===== src/rtl/pgaj_pkg.sv =====
package pgaj_pkg;

    typedef enum logic [1:0] {
        ACC_LOAD  = 2'd0,
        ACC_STORE = 2'd1,
        ACC_FETCH = 2'd2
    } acc_e;

    typedef enum logic [1:0] {
        WALK_OK     = 2'd0,
        WALK_ABSENT = 2'd1,
        WALK_RSVD   = 2'd2
    } walk_e;

    // bit n allows access type n
    typedef struct packed {
        logic ex;
        logic wr;
        logic rd;
    } rights_t;

    localparam int EC_W   = 6;
    localparam int EC_P   = 0;
    localparam int EC_WR  = 1;
    localparam int EC_US  = 2;
    localparam int EC_RSV = 3;
    localparam int EC_ID  = 4;
    localparam int EC_PK  = 5;

    typedef enum logic [1:0] {
        VERD_OK,
        VERD_WALK,
        VERD_PROT,
        VERD_KEY
    } verdict_e;

    function automatic logic allows(rights_t r, acc_e a);
        case (a)
            ACC_LOAD:  return r.rd;
            ACC_STORE: return r.wr;
            ACC_FETCH: return r.ex;
            default:   return 1'b0;
        endcase
    endfunction

endpackage


===== src/rtl/pgaj_rights.sv =====
module pgaj_rights
    import pgaj_pkg::*;
(
    input  logic    user,
    input  logic    pg_user,
    input  logic    pg_write,
    input  logic    pg_nx,
    input  logic    md_wp,
    input  logic    md_sxp,
    input  logic    md_sap,
    output rights_t base
);
    always_comb begin
        base.rd = !(md_sap && pg_user);
        base.wr = base.rd && (pg_write || (!user && !md_wp));
        base.ex = !pg_nx && (user || !(md_sxp && pg_user));
    end
endmodule


===== src/rtl/pgaj_keygate.sv =====
module pgaj_keygate
    import pgaj_pkg::*;
#(
    parameter int KEY_W = 4,
    localparam int KREG_W = 2 * (1 << KEY_W)
) (
    input  logic              user,
    input  logic              pg_user,
    input  logic [KEY_W-1:0]  pg_key,
    input  logic              md_wp,
    input  logic              md_ukey_en,
    input  logic              md_skey_en,
    input  logic [KREG_W-1:0] ukey_reg,
    input  logic [KREG_W-1:0] skey_reg,
    output rights_t           kmask
);
    logic [KREG_W-1:0] sel;
    logic [1:0]        kbits;

    always_comb begin
        if (pg_user)
            sel = md_ukey_en ? ukey_reg : '0;
        else
            sel = md_skey_en ? skey_reg : '0;
        kbits = sel[2*pg_key +: 2];
        kmask = '{ex: 1'b1, wr: 1'b1, rd: 1'b1};
        if (kbits[0]) begin
            kmask.rd = 1'b0;
            kmask.wr = 1'b0;
        end else if (kbits[1] && (user || md_wp)) begin
            kmask.wr = 1'b0;
        end
    end
endmodule


===== src/rtl/pgaj_errcode.sv =====
module pgaj_errcode
    import pgaj_pkg::*;
(
    input  verdict_e        verdict,
    input  walk_e           walk,
    input  acc_e            acc,
    input  logic            user,
    input  logic            md_nxe,
    input  logic            md_sxp,
    output logic [EC_W-1:0] code
);
    always_comb begin
        code = '0;
        code[EC_P]   = (verdict == VERD_PROT) || (verdict == VERD_KEY);
        code[EC_PK]  = (verdict == VERD_KEY);
        code[EC_RSV] = (verdict == VERD_WALK) && (walk == WALK_RSVD);
        code[EC_US]  = user;
        code[EC_WR]  = (acc == ACC_STORE);
        code[EC_ID]  = (acc == ACC_FETCH) && (md_nxe || md_sxp);
    end
endmodule


===== src/rtl/pg_access_judge.sv =====
module pg_access_judge
    import pgaj_pkg::*;
#(
    parameter int VA_W  = 48,
    parameter int KEY_W = 4,
    localparam int KREG_W = 2 * (1 << KEY_W)
) (
    input  logic              clk,
    input  logic              rst,
    input  logic              req_valid,
    input  logic [1:0]        req_acc,
    input  logic              req_user,
    input  logic [VA_W-1:0]   req_vaddr,
    input  logic [1:0]        walk_stat,
    input  logic              pg_user,
    input  logic              pg_write,
    input  logic              pg_nx,
    input  logic [KEY_W-1:0]  pg_key,
    input  logic              md_nxe,
    input  logic              md_wp,
    input  logic              md_sxp,
    input  logic              md_sap,
    input  logic              md_ukey_en,
    input  logic              md_skey_en,
    input  logic [KREG_W-1:0] ukey_reg,
    input  logic [KREG_W-1:0] skey_reg,
    output logic              chk_done,
    output logic              chk_ok,
    output logic [2:0]        chk_rights,
    output logic              flt_valid,
    output logic [5:0]        flt_code,
    output logic [VA_W-1:0]   flt_addr
);
    acc_e            acc;
    walk_e           walk;
    rights_t         base, kmask, fin;
    verdict_e        verdict;
    logic [EC_W-1:0] code;

    assign acc  = acc_e'(req_acc);
    assign walk = walk_e'(walk_stat);

    pgaj_rights u_rights (
        .user(req_user), .pg_user(pg_user), .pg_write(pg_write), .pg_nx(pg_nx),
        .md_wp(md_wp), .md_sxp(md_sxp), .md_sap(md_sap), .base(base)
    );

    pgaj_keygate #(.KEY_W(KEY_W)) u_keygate (
        .user(req_user), .pg_user(pg_user), .pg_key(pg_key), .md_wp(md_wp),
        .md_ukey_en(md_ukey_en), .md_skey_en(md_skey_en),
        .ukey_reg(ukey_reg), .skey_reg(skey_reg), .kmask(kmask)
    );

    assign fin = base & kmask;

    always_comb begin
        if (walk != WALK_OK)
            verdict = VERD_WALK;
        else if (req_user && !pg_user)
            verdict = VERD_PROT;
        else if (!allows(kmask, acc))
            verdict = VERD_KEY;
        else if (!allows(fin, acc))
            verdict = VERD_PROT;
        else
            verdict = VERD_OK;
    end

    pgaj_errcode u_errcode (
        .verdict(verdict), .walk(walk), .acc(acc), .user(req_user),
        .md_nxe(md_nxe), .md_sxp(md_sxp), .code(code)
    );

    always_ff @(posedge clk) begin
        if (rst) begin
            chk_done   <= 1'b0;
            chk_ok     <= 1'b0;
            chk_rights <= '0;
            flt_valid  <= 1'b0;
            flt_code   <= '0;
            flt_addr   <= '0;
        end else begin
            chk_done  <= req_valid;
            chk_ok    <= req_valid && (verdict == VERD_OK);
            flt_valid <= req_valid && (verdict != VERD_OK);
            if (req_valid) begin
                chk_rights <= (walk == WALK_OK) ? fin : 3'b000;
                flt_code   <= (verdict == VERD_OK) ? '0 : code;
                flt_addr   <= req_vaddr;
            end
        end
    end
endmodule


===== config.mk =====
export PLATFORM = sky130hd
export DESIGN_NAME = pg_access_judge
export DESIGN_NICKNAME = d
export VERILOG_FILES = /design/src/rtl/pgaj_pkg.sv /design/src/rtl/pgaj_rights.sv /design/src/rtl/pgaj_keygate.sv /design/src/rtl/pgaj_errcode.sv /design/src/rtl/pg_access_judge.sv
export SDC_FILE = /design/constraint.sdc
export NUM_CORES = 1
export LEC_CHECK = 0
export BUFFER_PORTS_ARGS = -buffer_cell sky130_fd_sc_hd__buf_2
export CORE_AREA = 2 2 86 88
export CTS_CLUSTER_DIAMETER = 60
export CTS_CLUSTER_SIZE = 16
export DETAILED_ROUTE_END_ITERATION = 10
export DIE_AREA = 0 0 88 90
export GPL_ROUTABILITY_DRIVEN = 0
export GPL_TIMING_DRIVEN = 0
export MAX_ROUTING_LAYER = met4
export PLACE_DENSITY = 0.81
export RECOVER_POWER = 50
export SLEW_MARGIN = 20
export SYNTH_ARGS = -nofsm -noshare
export SYNTH_HDL_FRONTEND = slang
export SYNTH_SLANG_ARGS = --single-unit

===== constraint.sdc =====
create_clock -name clk -period 3.4 [get_ports clk]
set_input_delay 0.68 -clock clk [delete_from_list [all_inputs] [get_ports clk]]
set_output_delay 0.68 -clock clk [all_outputs]
set_load 0.02 [all_outputs]

==> reports/results.ini <==
[clock_network]
clockBufferDepth=2
cts_buffers=9
cts_tree=yes
path_clk_slew_ns=0.06
cts_max_level=3
clockRootBuffer=clkbuf_8
clkLatencyLatePin_ns=0.32
cts_sinks=60
post-cts-setup-buffers=0
cts_resized=0
postCtsHoldBufs=0

[logic_synthesis]
syn-num-nets=412
synth_top_flop_cell=dfxtp_1
synth-seq-cells=60
synth_top_area_share=0.421
mappedNetlistArea_um2=2860
synth_edf_count=0
synth_cells=279
seq_area_frac_synth=0.421
synth_top_area_cell=dfxtp_1
synth_most_common_cell=mux2i_1
synth_warnings=0
synthTopCellsByArea=dfxtp_1 (42%), mux2i_1 (23%), nor2_1 (7.6%)
postSynthAreaPerCell_um2=10.2
async_flop_share=0
synth.distinct_cells=41
synth_common_cells=mux2i_1 (65), dfxtp_1 (60), nor2_1 (58)

[critical_path]
crit_path_start=pg_key[0]
arrival_ns=2.88
r2r_setup_slack_ns=2.74
rr_startpoint=flt_addr[31]
crit_fanout=10
path_class=input pin to flip-flop
r2r.worst_path.cells=2
crit_path_end_kind=flip-flop
critPathLaunchType=input pin
worstPathRequired_ns=3.62
r2r-end=flt_addr[31]
crit_end=flt_code[1]

[die]
ios=193
die_h_um=90
fp.dieW_um=88
dieArea_um2=7920
initial_core_util=0.407
core_area_um2=7020
placementRows=31

[route]
drtIter0Drc=59
drc=0
vias=2825
drt-total-wl_mm=8.15
drt-wirelength-per-cell_um=14.0
vias_per_cell=4.85
dr.pass1.iters=5
drtAntennaViolNets=0

[cells_and_area]
fillerInstances=673
finalNetCount=611
finalCoreUtilization=0.579
antenna_cells=0
area_growth_pct=42.4
final_layout_size_suffix_gt1_frac=0.333

[placement]
dp_hpwl_mm=6.68
port_buffers=188

[worst_hold_path]
holdPathStages=1
hold_class=flip-flop to flip-flop

[timing]
rsz0062_at_grt=no
fin_crit_ns=2.66
maxSlewHeadroom=0.536
final.setup.tns_ns=0
finClkSkew_ns=0
fmax_mhz=376
setup_viol=0
hold_violations=0
finalMaxSlewViolations=0
worstMarginPinSlew_ns=0.696
final.period_utilization=0.782

[power_and_ir_drop]
irDropWorstVdd_mv=0.231
p_leak_uw=0.00197
powerDensity_nw_per_um2=445

[global_route]
grt_pass1_vias=2890
grt_antenna_before_repair=0
grt.total_usage=0.212
overflow=0
grt_max_degree=11
grt_pass1_wl_mm=12.9

[run]
cap_violations=0

[outcome]
status=finished, final reports clean

-- layout make-up --
class	instances	area, um^2	share of cell area
plain buffers	19	118	0.0289
flip-flops and latches	60	1200	0.295
repair buffers	188	868	0.214
multi-input cells	195	1520	0.373
clock inverters	4	72.6	0.0179
inverters	5	18.8	0.00462
clock buffers	12	145	0.0357
well taps	99	124	0.0305
-- flip-flops by register name, summed over array words and instances, names as in the netlist --
name	flops
flt_code	6
chk_ok	1
chk_rights	3
flt_valid	1
flt_addr	48
chk_done	1
-- routing by layer --
metal	part of all wire	vias to the layer above	global-route usage
li1	-	1399	-
met1	0.40	1300	0.233
met2	0.52	101	0.362
met3	0.046	25	0.0358
met4	0.029	0	0.104
met5	0	-	-
-- power by group --
part           total (uW)  internal, uW  switching, uW
Sequential            762           742           19.5
Clock                 706           432            274
Combinational         343           158            185
Total                1810          1330            478
-- layout by cell type, fill, tap and decap left out, drive strengths merged --
cell type,count
buf,142
a221oi,1
clkinvlp,1
and2,1
o22ai,1
a32o,4
nand3b,2
dlymetal6s2s,1
a22oi,6
a311oi,2
a21o,1
mux2i,65
bufinv,2
a211oi,1
nor2b,5
nand2b,3
nor3,3
inv,5
a21oi,6
mux2,2
nor2,58
nor3b,1
and2b,1
clkinv,1
mux4,8
clkbuf,76
nand4,1
nand3,2
and3,1
o21ai,2
a31oi,4
dfxtp,60
nand2,9
a41oi,1
a22o,4
-- cells by family (layout without fill, tap and decap cells) --
logic type,Yosys count,in the layout,synth area share
simple gates,87,87,0.132
mux,75,75,0.305
flops,60,60,0.421
compound gates,33,33,0.0938
buf+inv,24,228,0.0478
-- worst min-delay path by stage --
stage / end / slack, ns / startpoint
global route: chk_rights[0] / 0.48 / chk_rights[0]
detailed placement: flt_code[5] / 0.44 / flt_code[5]
floorplan: flt_code[5] / 0.54 / flt_code[5]
CTS: flt_code[5] / 0.45 / flt_code[5]
global placement: chk_rights[0] / 0.44 / chk_rights[0]
finish: chk_rights[0] / 0.45 / chk_rights[0]
-- critical path, cell delays in order --
cell and delay (ns):
buf_2 0.15, buf_6 0.16, mux4_2 0.52, a32o_1 0.23, a31oi_2 0.17, a21oi_1 0.12, a221oi_2 0.33, a41oi_2 0.22
a32o_2 0.30
-- stage by stage --
stage / instance area, um^2 / power [uW] / setup slack, ns / hold WS (ns) / instances
floorplan: 2860 / 981 / 0.706 / 0.536 / 279
global placement: 3920 / 1120 / 0.429 / 0.435 / 566
detailed placement: 3920 / 1130 / 0.393 / 0.440 / 566
CTS: 4140 / 1830 / 0.745 / 0.455 / 582
global route: 4070 / 1900 / 0.620 / 0.482 / 582
finish: 4070 / 1810 / 0.743 / 0.455 / 582
(Power assumes the default switching activity.)
